### config.mk
export PLATFORM = sky130hd
export DESIGN_NAME = scrub_read_sched
export DESIGN_NICKNAME = d
export VERILOG_FILES = /design/src/rtl/scrub_pkg.sv /design/src/rtl/scrub_interval_dp.sv /design/src/rtl/scrub_gate_ctl.sv /design/src/rtl/scrub_read_sched.sv
export SDC_FILE = /design/constraint.sdc
export NUM_CORES = 1
export LEC_CHECK = 0
export BUFFER_PORTS_ARGS = -buffer_cell sky130_fd_sc_hd__buf_2
export CORE_UTILIZATION = 43
export DETAILED_ROUTE_END_ITERATION = 8
export PLACE_DENSITY = 0.78
export SLEW_MARGIN = 20
export SYNTH_ARGS = -nofsm -noshare
export SYNTH_HDL_FRONTEND = slang
export SYNTH_SLANG_ARGS = --single-unit
### constraint.sdc
create_clock -name clk -period 2.3 [get_ports clk]
set_input_delay 0.575 -clock clk [delete_from_list [all_inputs] [get_ports clk]]
set_output_delay 0.575 -clock clk [all_outputs]
set_load 0.01 [all_outputs]
### src/rtl/scrub_pkg.sv
package scrub_pkg;
  // strobes from the gating control to the interval datapath
  typedef struct packed {
    logic clr;  // restart interval from zero
    logic inc;  // advance interval counter by one
  } cntStrobe_t;
endpackage

### src/rtl/scrub_interval_dp.sv
module scrub_interval_dp
  import scrub_pkg::*;
#(
  parameter int CNT_W = 12
) (
  input  logic             clk,
  input  logic             rstN,
  input  logic [CNT_W-1:0] intervalVal,
  input  cntStrobe_t       strobe,
  output logic [CNT_W-1:0] intervalCnt,
  output logic             cntSat,
  output logic             reached
);
  localparam logic [CNT_W-1:0] CNT_MAX = {CNT_W{1'b1}};

  always_ff @(posedge clk or negedge rstN) begin
    if (!rstN) begin
      intervalCnt <= '0;
    end else if (strobe.clr) begin
      intervalCnt <= '0;
    end else if (strobe.inc) begin
      intervalCnt <= intervalCnt + CNT_W'(1);
    end
  end

  assign cntSat  = (intervalCnt == CNT_MAX);
  assign reached = (intervalCnt >= intervalVal);
endmodule

### src/rtl/scrub_gate_ctl.sv
module scrub_gate_ctl
  import scrub_pkg::*;
(
  input  logic       scrubEn,
  input  logic       selfRefresh,
  input  logic       scrubWrValid,
  input  logic       scrubWrPending,
  input  logic       scrubRdAck,
  input  logic       reached,
  input  logic       cntSat,
  output cntStrobe_t strobe,
  output logic       scrubRdEn
);
  logic runOk;
  logic timeUp;

  // interval is only live when scrubbing is on and not in self-refresh
  assign runOk     = scrubEn & ~selfRefresh;
  assign timeUp    = reached & runOk;
  assign scrubRdEn = timeUp & ~(scrubWrValid | scrubWrPending);

  always_comb begin
    strobe.clr = scrubRdEn & scrubRdAck;
    strobe.inc = runOk & ~cntSat & ~strobe.clr;
  end
endmodule

### src/rtl/scrub_read_sched.sv
module scrub_read_sched
  import scrub_pkg::*;
#(
  parameter int CNT_W     = 12,
  parameter int CFG_W     = 32,
  parameter int FIELD_LSB = 9
) (
  input  logic             clk,
  input  logic             rstN,
  input  logic [CFG_W-1:0] cfgWord,
  input  logic             scrubEn,
  input  logic             selfRefresh,
  input  logic             scrubWrValid,
  input  logic             scrubWrPending,
  input  logic             scrubRdAck,
  output logic             scrubRdEn
);
  logic [CNT_W-1:0] intervalVal;
  logic [CNT_W-1:0] intervalCnt;
  logic             cntSat;
  logic             reached;
  cntStrobe_t       strobe;

  assign intervalVal = CNT_W'(cfgWord >> FIELD_LSB);

  scrub_interval_dp #(.CNT_W(CNT_W)) u_dp (
    .clk        (clk),
    .rstN       (rstN),
    .intervalVal(intervalVal),
    .strobe     (strobe),
    .intervalCnt(intervalCnt),
    .cntSat     (cntSat),
    .reached    (reached)
  );

  scrub_gate_ctl u_ctl (
    .scrubEn       (scrubEn),
    .selfRefresh   (selfRefresh),
    .scrubWrValid  (scrubWrValid),
    .scrubWrPending(scrubWrPending),
    .scrubRdAck    (scrubRdAck),
    .reached       (reached),
    .cntSat        (cntSat),
    .strobe        (strobe),
    .scrubRdEn     (scrubRdEn)
  );
endmodule

==> flow_summary.ini <==
[yosys]
async_flop_share_pct = 100
synth_top_flop_cell = dfrtp_1
synth.most_common_cell = nor2_1
yosysUniqueCellTypes = 36
synth_edf_count = 0
ys_top_cells_by_count = nor2_1, inv_1, ha_1
yosysTopAreaCell = dfrtp_1
yosysTopAreaCellShare_pct = 30.0
syn_nets = 166
seq_area_frac_synth_pct = 30.0
syn-instance-count = 114
ys_warn_count = 0
syn_area_sq_um = 1000
avgSynthCellArea_sq_um = 8.78
ys_ff_latch = 12
synth_area_leaders = dfrtp_1, ha_1, nor2_1

[route]
vias = 945
routed_wl_mm = 2.26
drt_iter0_markers = 27
wl_per_cell_um = 13.2
vias_per_cell = 5.53
drc = 0
dr.pass1.iters = 4
ant_nets = 0

[sta]
finalSetupViolCount = 1
period_share_pct = 109
max_slew_margin_pct = 75.7
hold_violations = 0
timing.fmax_mhz = 399
slew_viol_final = 0
fin_ws_ns = -0.204
tns_ns = -0.204
worst_pin_slew_ns = 0.361
rsz0062_at_grt = yes
hold_slack_ns = 0.156
fin_crit_ns = 2.50
clock-skew-final_ns = 0.00481

[clock_tree]
htreeDepth = 1
cts_tree = done
cts_sinks = 12
postCtsHoldBufs = 0
clk_pin_slew_worst_paths_ns = 0.07
cts_root_buffer = clkbuf_4
cts_made_buffers = 3
cts.path.max_buffers = 2
clock_latency_ns = 0.28

[layout]
fin_util_pct = 57.5
syn_to_final_growth_pct = 27.1
nets = 197
regMostFlops = u_dp.intervalCnt
diodes = 0
largest_register_ff_count = 12
drive_above_1_share_pct = 34.3
fillers = 208
top_regs = u_dp.intervalCnt: 12 flops
postLayoutCellArea_sq_um = 1270
stdcell_count = 171

[critical_path]
worst-r2r-setup-slack_ns = 0.32
worstPathArrival_ns = 1.93
critPathMaxFanout = 2
endpoint_kind = primary output
cp-start-kind = flop
path_buf_inv = 1
cp_slowest_stage_delay_ns = 0.41
slowest_stage = dfrtp_1
path_cells = ha_4 > a21o_1 > a31oi_4 > o21ai_2 > a2111oi_2 > nor4_1 > buf_2
path_delay_family = compound AO/OA/AOI/OAI gates
worst-setup-path-type = flop to primary output
required_ns = 1.73

[placement]
place_congestion = 0.791
pre_cts_ws_ns = -0.374
placed_cell_area_sq_um = 1180
hpwlAfterDp_mm = 1.73
portBuffers = 19
dp_cells = 167

[global_route]
antenna_found_initial = 0
grt_max_degree = 13
first_global_vias = 893
grt_overflow_total = 0
grt_pass1_wl_mm = 3.68
track_usage_pct = 19.3

[power_and_ir_drop]
vdd_ir_drop_max_mv = 0.611
cellLeakagePower_nw = 0.629
power.density_nw_per_um2 = 714
finalPower_mw = 0.908

[flow_run]
drv_cap = 0

[run_status]
failed_checks = negative setup slack
outcome = finished, violations left

[floorplanning]
ioPinCount = 40
die_height_um = 50.2
start_util_pct = 45.2
dieWidth_um = 50.2
row_count = 17
die_area_sq_um = 2520
core_area_sq_um = 2210

[hold_path]
hp-class = primary input to async pin
## worst paths after layout
kind | start | depth (start not counted) | endpoint
setup / recovery | u_dp.intervalCnt[2]$_DFFE_PN0P_ | 7 | scrubRdEn
hold / removal | rstN | 1 | u_dp.intervalCnt[5]$_DFFE_PN0P_
setup reg to reg | u_dp.intervalCnt[10]$_DFFE_PN0P_ | 7 | u_dp.intervalCnt[3]$_DFFE_PN0P_
hold reg to reg | u_dp.intervalCnt[8]$_DFFE_PN0P_ | 2 | u_dp.intervalCnt[8]$_DFFE_PN0P_
max in group asynchronous | rstN | 1 | u_dp.intervalCnt[11]$_DFFE_PN0P_
min in group clk | u_dp.intervalCnt[8]$_DFFE_PN0P_ | 2 | u_dp.intervalCnt[8]$_DFFE_PN0P_
## cells by family (layout without fill, tap and decap cells)
logic type,after synthesis,count (layout),synth area share (%)
compound gates,19,19,13.0
simple gates,48,48,28.1
fa+ha+maj,13,13,16.3
xor+xnor,6,6,5.25
buf+inv,15,44,6.37
mux,1,1,1.00
flops,12,12,30.0
## routing by layer
metal	share of wire (%)	track usage, %	up-vias
li1	-	-	462
met1	44	23.1	444
met2	49	35.1	36
met3	5.1	1.82	3
met4	1.6	7.14	0
met5	0	0	-
## final cells by class
cell class,count,area [sq um],area share [%]
multi-input cells,87,701,55.1
flip-flops and latches,12,300,23.6
repair buffers,27,161,12.7
inverters,14,52.6,4.13
well taps,28,35.0,2.75
clock buffers,3,22.5,1.77
## worst register-to-register path, stage by stage (launching register included)
cell and delay [ns]:
dfrtp_1 0.44, ha_1 0.34, nand4_1 0.13, nor2_1 0.10, buf_4 0.13, o31a_1 0.24
a31o_2 0.31, nor3_1 0.21
## power by group
group          internal (mW)  switching, mW  total (mW)  leakage [nW]
clock                 0.0609         0.0721       0.133        0.0138
sequential             0.258         0.0344       0.293         0.159
combinational          0.240          0.243       0.482         0.456
## cell usage in the layout, fill, tap and decap left out, types with 2 or more instances in the layout
master,netlist,layout
xnor2_1,4,4
clkbuf_4,0,3
buf_2,0,18
o21ai_0,4,3
nand2_1,6,6
nor4_1,2,2
nand3_1,6,6
dfrtp_1,12,12
ha_4,0,2
inv_1,14,12
xor2_1,2,2
nor2_1,16,15
a21oi_1,4,3
ha_1,13,11
inv_2,0,2
buf_4,0,8
a21oi_2,1,2
nor3_1,4,4
a21o_1,2,2
## timing repair
action                     CTS  global route
buffers inserted             1             0
gates cloned                 0             0
pin swaps                    6             2
resized for setup            6             5
setup endpoints to repair    1             1
hold endpoints to repair     0             0
Power figures use the tool's default switching activity.
